File: config.mk
export PLATFORM = sky130hd
export DESIGN_NAME = aux_uart_regs
export DESIGN_NICKNAME = d
export VERILOG_FILES = /design/src/rtl/aux_uart_regs.sv
export SDC_FILE = /design/constraint.sdc
export NUM_CORES = 1
export LEC_CHECK = 0
export ABC_AREA = 1
export CAP_MARGIN = 20
export CORE_MARGIN = 8
export CORE_UTILIZATION = 30
export DETAILED_ROUTE_END_ITERATION = 16
export GPL_ROUTABILITY_DRIVEN = 1
export GPL_TIMING_DRIVEN = 0
export HOLD_SLACK_MARGIN = 0.15
export SLEW_MARGIN = 20
export SYNTH_ARGS = -nofsm -noshare
export SYNTH_HDL_FRONTEND = slang
export SYNTH_SLANG_ARGS = --single-unit
File: constraint.sdc
create_clock -name clk -period 2.15 [get_ports clk]
set_input_delay 0.3225 -clock clk [delete_from_list [all_inputs] [get_ports clk]]
set_output_delay 0.3225 -clock clk [all_outputs]
set_load 0.01 [all_outputs]
File: src/rtl/aux_uart_regs.sv
module aux_uart_regs #(
  parameter int DEPTH = 8,
  parameter int AW    = 3
) (
  input  logic        clk,
  input  logic        rst_n,
  input  logic        rd_en,
  input  logic        wr_en,
  input  logic [AW-1:0] addr,
  input  logic [7:0]  wdata,
  output logic [31:0] rdata,
  input  logic        rx_valid,
  input  logic [7:0]  rx_data,
  output logic        rx_ready,
  output logic        tx_valid,
  output logic [7:0]  tx_data,
  output logic        irq
);
  localparam int PW = (DEPTH > 1) ? $clog2(DEPTH) : 1;
  localparam int CW = $clog2(DEPTH + 1);
  localparam int SW = CW + 1;
  localparam logic [AW-1:0] OFF_DATA = AW'(0);
  localparam logic [AW-1:0] OFF_IEN  = AW'(1);
  localparam logic [AW-1:0] OFF_IID  = AW'(2);
  localparam logic [AW-1:0] OFF_CTL  = AW'(3);
  localparam logic [AW-1:0] OFF_STS  = AW'(4);

  logic [7:0]    mem [DEPTH];
  logic [PW-1:0] rd_ptr;
  logic [CW-1:0] count;
  logic [1:0]    ien;
  logic [SW-1:0] slot_sum;
  logic [PW-1:0] wr_slot;
  logic          pop, push, flush, tx_pend, rx_pend;
  logic [7:0]    iid;

  assign rx_ready = count < CW'(DEPTH);
  assign pop      = rd_en && addr == OFF_DATA && count != '0;
  assign flush    = wr_en && addr == OFF_IID && wdata[1];
  assign push     = rx_valid && rx_ready && !flush;
  assign slot_sum = SW'(rd_ptr) + SW'(count);
  assign wr_slot  = (slot_sum >= SW'(DEPTH)) ? PW'(slot_sum - SW'(DEPTH)) : PW'(slot_sum);

  assign rx_pend = ien[1] && count != '0;
  assign tx_pend = ien[0];
  assign irq     = rx_pend || tx_pend;
  assign iid     = 8'hC0 | (rx_pend ? 8'h04 : tx_pend ? 8'h02 : 8'h01);

  always_ff @(posedge clk) begin
    if (push) mem[wr_slot] <= rx_data;
  end

  always_ff @(posedge clk) begin
    if (!rst_n) begin
      rd_ptr   <= '0;
      count    <= '0;
      ien      <= '0;
      tx_valid <= 1'b0;
      tx_data  <= '0;
    end else begin
      if (pop) rd_ptr <= (rd_ptr == PW'(DEPTH - 1)) ? '0 : rd_ptr + 1'b1;
      if (flush) count <= '0;
      else       count <= count + CW'(push) - CW'(pop);
      if (wr_en && addr == OFF_IEN) ien <= wdata[1:0];
      tx_valid <= wr_en && addr == OFF_DATA;
      if (wr_en && addr == OFF_DATA) tx_data <= wdata;
    end
  end

  always_comb begin
    rdata = '0;
    if (rd_en) begin
      case (addr)
        OFF_DATA: rdata = {24'h0, mem[rd_ptr]};
        OFF_IEN:  rdata = {24'h0, 6'b110000, ien};
        OFF_IID:  rdata = {24'h0, iid};
        OFF_CTL:  rdata = 32'h3;
        OFF_STS:  rdata = (32'(count) << 16) | 32'h30E | {31'h0, count != '0};
        default:  rdata = '0;
      endcase
    end
  end

  a_r3_count_bound: assert property (@(posedge clk) disable iff (!rst_n)
    count <= CW'(DEPTH));
  a_r3_refuse_full: assert property (@(posedge clk) disable iff (!rst_n)
    (rx_valid && !rx_ready && !pop && !flush) |=> count == $past(count));
  a_r12_push_pop: assert property (@(posedge clk) disable iff (!rst_n)
    (push && pop) |=> count == $past(count));
  a_r4_empty_read: assert property (@(posedge clk) disable iff (!rst_n)
    (rd_en && addr == OFF_DATA && count == '0 && !rx_valid && !wr_en) |=> count == '0);
  a_r11_flush: assert property (@(posedge clk) disable iff (!rst_n)
    flush |=> count == '0);
  a_r5_tx_strobe: assert property (@(posedge clk) disable iff (!rst_n)
    (wr_en && addr == OFF_DATA) |=> (tx_valid && tx_data == $past(wdata)));
  a_r5_one_cycle: assert property (@(posedge clk) disable iff (!rst_n)
    !(wr_en && addr == OFF_DATA) |=> !tx_valid);
  a_r7_rx_irq: assert property (@(posedge clk) disable iff (!rst_n)
    (ien[1] && count != '0) |-> irq);
  a_r8_rx_first: assert property (@(posedge clk) disable iff (!rst_n)
    (rd_en && addr == OFF_IID && ien[1] && count != '0) |-> rdata == 32'hC4);
endmodule

# Word level (Yosys, flattened, before mapping)
# Memory sizes are Yosys's and may differ from the RTL's. A register that Yosys moved wholly into a read port is not among the register bits.
# Index checks and enable logic that the tools add are counted.
# totals
reg_bits	18
inputBits	24
mem_count	1
out_inout_bits	43
ramBits	64
# mem_list
memory	depth	width	rd	rd_clocked_by_memory_dff	write_ports	line	rtl
mem	8	8	1	1	1	28	logic [7:0] mem [DEPTH];
# classes
bitwise_logic	2
eq_ne	5
n_reduce_logical	14
order_cmp	2
n_addsub	5
mux	10
# op_table
op	count
$pmux 20 s5	1
$mux 20	1
$or 20x1->20	1
$mux 3	5
$logic_and 1x1->1	9
$eq 3x2->1 const B	2
$eq 3x3->1 const B	2
$add 3x4->5	1
$ge 5x4->1 const B	1
$add 4x1->4	1
$lt 4x4->1 const B	1
$reduce_bool 4->1	1
$sub 4x1->4	1
$add 3x1->3 const B	1
$eq 3x1->1 const B	1
$logic_not 3->1	1
$sub 3x1->3 const B	1
$mux 1	2
$mux 2	1
$reduce_or 2->1	1
$logic_not 1->1	1
$logic_or 1x1->1	1
$not 1->1	1

# Logic depth before layout (Yosys ltp)
# Gate-level depths: netlist of the first run.
# depth
ltp_word	7
depth_mapped	12

# Worst setup path after synthesis of the first run
# Ideal clock, no wire load.
# synth_path
path_type	reg2reg
from	reg count[3]
to	reg count[2]
path_buffers	0
path_slack_ns	0.062
arrival_time_ns	1.973
t_required_ns	2.034
setup_ns	0.116
path_stages_with_launch	13
path_cell_list	dfxtp_1 inv_1 ha_1 nand3_1 nand2_2 clkinv_2 ha_1 inv_1 ha_1 inv_1 fa_1 xor2_1 nor2_1
# synth_via
elab_chain_cells	5
elab_cells_between_ends	7
# synth_lines
item	line	rtl
from (decl)	30	logic [CW-1:0] count;
from (signal assigned)	63	else count <= count + CW'(push) - CW'(pop);
$lt 4x4->1	37	assign rx_ready = count < CW'(DEPTH);
named net rx_ready	14	output logic rx_ready,
$logic_and 1x1->1 (2 in series)	40	assign push = rx_valid && rx_ready && !flush;
$add 4x1->4	63	
$sub 4x1->4	63	
# The timed path passes the listed nets, and every way through them passes these cells.
# A chain may end at the register's enable or synchronous reset.

# Worst setup path after layout of the first run
# layout_path
from	in addr[0]
to	out rdata[9]
# layout_via
elab_chain_cells	3
elab_cells_between_ends	7
# layout_lines
item	line	rtl
from (decl)	9	input logic [AW-1:0] addr,
$eq 3x3->1, or another cell as far along	73	case (addr)
$pmux 20 s5 *	73	
$mux 20 *	72	if (rd_en) begin
to (decl)	11	output logic [31:0] rdata,
# Every way passes the cells marked *; elsewhere a longest branch is shown, timed or not.

==> results of run 1 <==
## final cells by class
cell class | instances | area, sq um | share of cell area (%)
sequential | 85 | 2340 | 44.0
multi-input combinational | 258 | 1370 | 25.8
timing repair buffer | 59 | 583 | 10.9
buffer | 32 | 285 | 5.35
clock buffer | 10 | 229 | 4.30
inverter | 59 | 229 | 4.30
tap | 176 | 220 | 4.13
clock inverter | 6 | 63.8 | 1.20
## routing by layer
| metal | vias to the layer above | track usage [%] | wire (um) |
|---|---|---|---|
| li1 | 1503 | - | - |
| met2 | 73 | 21.1 | 5420 |
| met4 | 0 | 5.36 | 245 |
| met1 | 1451 | 13.2 | 4070 |
| met3 | 20 | 3.58 | 543 |
| met5 | - | 0 | 0 |
## logic make-up after synthesis
group / share of synthesized area, %
buffers and inverters: 11.5
AO/OA/AOI/OAI: 4.57
other: 0.0938
XOR/XNOR: 0.658
flip-flops: 58.6
adder cells (fa/ha/maj): 3.51
AND/OR/NAND/NOR: 21.1
## final timing paths
| path | startpoint | endpoint | slack (ns) | cells after the start |
|---|---|---|---|---|
| worst max register to register | rd_ptr[0]$_SDFFE_PN0P_ | mem[6][6]$_DFFE_PP_ | 0.08 | 7 |
| worst min-delay path | addr[1] | ien[1]$_SDFFE_PN0P_ | 0.46 | 4 |
| worst max-delay path | addr[0] | rdata[9] | 0.07 | 7 |
| worst min register to register | tx_data[2]$_SDFFE_PN0P_ | tx_data[2]$_SDFFE_PN0P_ | 0.46 | 2 |
## registers in the layout, summed over array words and instances, names as in the netlist, named ones only
register and count:
tx_data 8, mem 64, count 4, rd_ptr 3, ien 2, tx_valid 1
## layout by cell type (no fill, tap or decap), types with 3 or more instances in the layout
cell / instances
clkbuf_16: 9
inv_4: 3
nand4_1: 3
edfxtp_1: 64
buf_4: 28
a21oi_1: 16
buf_6: 10
dlygate4sd2_1: 7
nor2_4: 10
nand2_2: 3
inv_1: 46
o21ai_0: 4
nor2_1: 31
nand2_1: 83
ha_1: 6
clkbuf_2: 4
buf_12: 4
dlymetal6s2s_1: 3
conb_1: 18
nand3_1: 50
dfxtp_1: 20
inv_2: 9
o21ai_1: 12
clkdlybuf4s50_1: 31
## power breakdown
group | switching, mW | internal, mW | total, mW
Combinational | 0.606 | 0.426 | 1.03
Sequential | 0.0487 | 1.93 | 1.98
Clock | 0.627 | 0.897 | 1.52
Total | 1.28 | 3.25 | 4.54
## timing repair
item | 4_1_cts | 5_1_grt
setup endpoints to repair | 82 | 60
pin swaps | 3 | 10
resized for setup | 53 | 33
hold buffers | 0 | 0
buffers inserted | 3 | 8
## worst reg2reg max path, stage by stage (launching register included)
cell and delay [ns]:
dfxtp_1 0.38, ha_1 0.16, inv_1 0.04, fa_1 0.40
xnor2_2 0.18, inv_1 0.09, nand2_1 0.14, nor2_4 0.32
## through the flow
step / hold WS, ns / power (mW) / utilization (%)
finish: 0.459 / 4.54 / 40.6
global route: 0.473 / 4.75 / 40.6
CTS: 0.458 / 4.43 / 39.3
detailed placement: 0.453 / 2.83 / 36.2
global placement: 0.450 / 2.79 / 36.2
floorplan: 0.421 / 2.54 / -
==> Flow_metrics.wiki, run 1 <==
{| class="wikitable"
! Metric !! Value
|-
| Cell Chain, Critical Path || dlygate4sd2_1 -> nor2_2 -> buf_4 -> nand2_1 -> nor2_4 -> buf_4 -> clkdlybuf4s50_1
|-
| Synthesized area || 4000 sq um
|-
| Mean routed wirelength per cell || 15.0 um
|-
| Die extent in y || 131 um
|-
| Syn avg cell area || 9.58 sq um
|-
| Top cell by count, worst path || buf_4
|-
| Area of all placed cells without fillers || 5330 sq um
|-
| Initial DRT Pass Iterations || 5
|-
| Endpoints failing hold || 0
|-
| Critical Path End Type || primary output
|-
| Root buffer selected by CTS || clkbuf_16
|-
| Placed instance count || 658
|-
| Growth of design area from synthesis to finish || 33.3%
|-
| Die Area || 17300 sq um
|-
| Fill cells || 1312
|-
| Number of placed I/O pins || 67
|-
| Worst-path maximum fanout || 5
|-
| Post-detail-place hpwl || 7.07 mm
|-
| Post-route DRC || 0
|-
| Type of the most critical hold path || primary input to register
|-
| Most frequently used flop master after synthesis || edfxtp_1
|-
| Starting density of the core || 30.4%
|-
| Number of warnings printed during yosys synthesis || 0
|-
| Final worst path period share || 96.9%
|-
| Cell row count || 42
|-
| H-tree depth reported by CTS || 3
|-
| Number of buffers added by the clock tree synthesis step || 9
|-
| Number of buffers on the longest clock path || 2
|-
| Gate count after technology mapping || 417
|-
| Final setup viols || 0
|-
| Req. time, crit path || 1.83 ns
|-
| Number of violations of the max-capacitance limit || 0
|-
| Final non-filler cell total || 685
|-
| Initial antenna violation count || 0
|-
| Core Area || 13100 sq um
|-
| Maximum clock rate || 480 MHz
|-
| Outcome || finished, final reports clean
|-
| Leakage component of the power || 2.23 nW
|-
| Number of enable-type register cells in the synthesized netlist || 64
|-
| Buffer and inverter count on the worst path || 4
|-
| Wire length of the first global-routing pass || 16.2 mm
|-
| Flip-flop and latch count after synthesis || 85
|-
| Final Worst Setup Slack || 0.0663 ns
|-
| Total number of clock tree sinks || 85
|-
| Vias in the first global route || 3037
|-
| Largest voltage drop on the vdd net || 0.382 mV
|-
| Pin count of the biggest net entering global routing || 15
|-
| Critical path class || primary input to primary output
|-
| Vias after detailed routing || 3047
|-
| Critical-path top delay cell || clkdlybuf4s50_1
|-
| Most area-hungry cell type in the Yosys netlist || edfxtp_1
|-
| Iter 0 DRT Violations || 119
|-
| Final net count || 538
|-
| Crit path arrival time || 1.76 ns
|-
| Area contributors post-synth || edfxtp_1 48%, dfxtp_1 11%, nand2_1 7.9%
|-
| Port bufs || 48
|-
| Number of nets still failing antenna checks after routing || 0
|-
| Clock Skew || 0.00728 ns
|-
| Slowest Stage Delay on Critical Path || 0.52 ns
|-
| Number of vias per cell || 4.45
|-
| Count of pins over their slew limit || 0
|-
| Clock slew seen by the registers of the worst setup and hold paths || 0.06 ns
|-
| Number of distinct library cells after synthesis || 31
|-
| Area after detailed placement || 4760 sq um
|-
| Portion of synthesized cell area occupied by the leading cell type || 48.1%
|-
| Final period demand of the worst path || 2.08 ns
|-
| GR Overflow Total || 0
|-
| Kind of launch point of the worst setup path || primary input
|-
| Final setup TNS || 0 ns
|-
| Fraction of registers with async set or reset after synthesis || 0%
|-
| Fraction of layout cells with a size suffix above 1 || 20.8%
|-
| Combined global-route utilization of all metal layers || 12.0%
|-
| Register area share after synthesis || 58.6%
|-
| Worst slack after detailed placement || -0.645 ns
|-
| Top cell family by delay on the critical path || buffers and inverters
|-
| Power density cells || 852 nW/um^2
|-
| Total length of routed wires || 10.3 mm
|-
| Horizontal extent of the die || 131 um
|-
| Slew of the pin with the lowest slew margin || 0.514 ns
|-
| Commonest cells in the synthesized netlist || 84 x nand2_1, 64 x edfxtp_1, 52 x nand3_1, 50 x inv_1, 40 x nor2_1
|-
| CTS tree || yes
|-
| Max-slew headroom || 65.6%
|-
| Top-count cell post-synth || nand2_1
|-
| Clock latency at the later pin of the worst-skew pair || 0.34 ns
|-
| Antenna Diode Count || 0
|-
| Placer Congestion || 0.828
|}
Note: power is estimated with default switching activity, not from simulation.
==> run 2, diff against run 1 <==
- SLEW_MARGIN: 20 -> 10
==> results of run 2 <==
No change in the layout: final DEF, timing and power equal those of run 1.
==> run 3, diff against run 2 <==
- CORE_MARGIN: 8 -> default
==> run 3 against run 2 <==
Net effect:
- fmax down 0.64%
- clock skew about the same
- highest routed layer unchanged
- count of clock-buffer cells in the layout unchanged
- sequential power about the same
- non-clock buffer count down 1
- die area down 20%
- combinational power down 3%
- hold slack worse by 0.023 ns
==> Flow_metrics.wiki, run 3 (synthesized netlist as in run 1, its figures left out) <==
{| class="wikitable"
! Metric !! Value
|-
| Placed instance count || 654 (-0.61%)
|-
| Endpoints failing hold || 0 (unchanged)
|-
| Hold Worst Slack || 0.436 ns (-0.0234 ns)
|-
| Total length of routed wires || 9.49 mm (-7.7%)
|-
| Mean routed wirelength per cell || 14.0 um (-7.0%)
|-
| Cell row count || 41 (-2.4%)
|-
| Wire length of the first global-routing pass || 14.9 mm (-8.1%)
|-
| Count of pins over their slew limit || 0 (unchanged)
|-
| RR Startpoint || rd_ptr[0]$_SDFFE_PN0P_
|-
| Initial antenna violation count || 0 (unchanged)
|-
| H-tree depth reported by CTS || 3 (unchanged)
|-
| Worst-path maximum fanout || 7 (+2)
|-
| Number of buffers added by the clock tree synthesis step || 9 (unchanged)
|-
| Root buffer selected by CTS || clkbuf_16
|-
| Placer Congestion || 0.788 (-4.9%)
|-
| Crit path arrival time || 1.77 ns (about the same)
|-
| Flip-flop count of the largest register after layout || 64 (unchanged)
|-
| Vias in the first global route || 2902 (-4.4%)
|-
| Final standard cell utilization of the core || 41.5% (+0.97 points)
|-
| Iter 0 DRT Violations || 172 (+45%)
|-
| Growth of design area from synthesis to finish || 33.2% (about the same)
|-
| Fill cells || 1264 (-3.7%)
|-
| Final Worst Setup Slack || 0.0528 ns (-0.0135 ns)
|-
| Clock Skew || 0.00679 ns (-0.000493 ns)
|-
| Core Area || 12800 sq um (-2.4%)
|-
| Type of the most critical hold path || primary input to register
|-
| Top library cells by usage in the layout, fill and taps aside || 84 x nand2_1, 64 x edfxtp_1, 50 x nand3_1
|-
| Final net count || 537 (-0.19%)
|-
| Horizontal extent of the die || 117 um (-11%)
|-
| Total chip power || 4.49 mW (-0.98%)
|-
| Initial DRT Pass Iterations || 4 (-1)
|-
| Antenna Diode Count || 0 (unchanged)
|-
| RSZ-0062 raised after global routing || yes
|-
| Leakage component of the power || 2.21 nW (-1.1%)
|-
| Req. time, crit path || 1.83 ns (about the same)
|-
| Leading registers by flop count || mem (64), tx_data (8), count (4)
|-
| Starting density of the core || 31.2% (+0.74 points)
|-
| Number of violations of the max-capacitance limit || 0 (unchanged)
|-
| Die extent in y || 117 um (-11%)
|-
| Number of nets still failing antenna checks after routing || 0 (unchanged)
|-
| Critical path class || primary input to primary output
|-
| Number of vias per cell || 4.39 (-1.3%)
|-
| Post-route DRC || 0 (unchanged)
|-
| Pin count of the biggest net entering global routing || 15 (unchanged)
|-
| Port bufs || 48 (unchanged)
|-
| Clock latency at the later pin of the worst-skew pair || 0.34 ns (about the same)
|-
| Number of buffers on the longest clock path || 2 (unchanged)
|-
| Critical Path End Type || primary output
|-
| Vias after detailed routing || 2986 (-2.0%)
|-
| Maximum clock rate || 477 MHz (-0.64%)
|-
| Most frequent standard cell in the layout excluding fill and tap cells || nand2_1
|-
| Fraction of layout cells with a size suffix above 1 || 19.5% (-1.3 points)
|-
| Origin of the worst min-delay path || addr[0]
|-
| Post-detail-place hpwl || 6.46 mm (-8.5%)
|-
| Launching instance or port of the critical path || rd_en
|-
| Largest voltage drop on the vdd net || 0.405 mV (+6.0%)
|-
| Total number of clock tree sinks || 85 (unchanged)
|-
| Number of placed I/O pins || 67 (unchanged)
|-
| Power density cells || 844 nW/um^2 (-0.94%)
|-
| Reg with most FFs || mem
|-
| Clock slew seen by the registers of the worst setup and hold paths || 0.06 ns (about the same)
|-
| Worst slack after detailed placement || -0.599 ns (+0.0455 ns)
|-
| CTS tree || yes
|-
| GR Overflow Total || 0 (unchanged)
|-
| Combined global-route utilization of all metal layers || 14.1% (+2.1 points)
|-
| Final setup TNS || 0 ns (unchanged)
|-
| Kind of launch point of the worst setup path || primary input
|-
| Cts-stage hold buffer count || 0 (unchanged)
|-
| Final period demand of the worst path || 2.10 ns (+0.0135 ns)
|-
| Final worst path period share || 97.5% (+0.63 points)
|-
| Area of all placed cells without fillers || 5330 sq um (about the same)
|-
| Final setup viols || 0 (unchanged)
|-
| Die Area || 13800 sq um (-20%)
|-
| Final non-filler cell total || 680 (-0.73%)
|-
| Outcome || finished, final reports clean
|-
| Area after detailed placement || 4760 sq um (-0.11%)
|}
## run 3: power by group
| group | switching (mW) | internal, mW |
|---|---|---|
| clock | 0.624 | 0.898 |
| combinational | 0.592 | 0.402 |
| sequential | 0.0476 | 1.93 |
## run 3: final cells by class
| type | count | area, sq um | share of cell area [%] |
|---|---|---|---|
| buffer | 32 | 285 | 5.36 |
| multi-input combinational | 258 | 1380 | 25.9 |
| timing repair buffer | 58 | 583 | 10.9 |
| clock inverter | 6 | 62.6 | 1.17 |
| tap | 172 | 215 | 4.04 |
| clock buffer | 10 | 229 | 4.30 |
| inverter | 59 | 230 | 4.32 |
| sequential | 85 | 2340 | 44.0 |
## run 3: path summary, 6_finish.rpt
path / end / slack (ns) / cells past startpoint
worst max-delay path: rdata[18] / 0.05 / 6
worst min-delay path: ien[1]$_SDFFE_PN0P_ / 0.44 / 5
worst max register to register: mem[6][5]$_DFFE_PP_ / 0.10 / 7
worst min register to register: tx_data[5]$_SDFFE_PN0P_ / 0.47 / 2
## run 3: timing repair
action | 4_1_cts | 5_1_grt
setup endpoints to repair | 82 | 56
gates cloned | 0 | 0
setup buffers | 1 | 9
resized for setup | 50 | 30
pin swaps | 3 | 8
## run 3: worst max-delay path: stages
cell,delay (ns)
clkdlybuf4s50_1,0.49
inv_2,0.11
nor2_4,0.14
inv_1,0.08
nor2_1,0.08
clkdlybuf4s50_1,0.55
## run 3: per-layer routing
layer  part of all wire, %  up-vias  global-route usage [%]
li1                      -     1505                       -
met1                    42     1404                    16.9
met2                    53       61                    25.1
met3                   3.3       16                    2.68
met4                   1.7        0                    5.11
met5                     0        -                       0
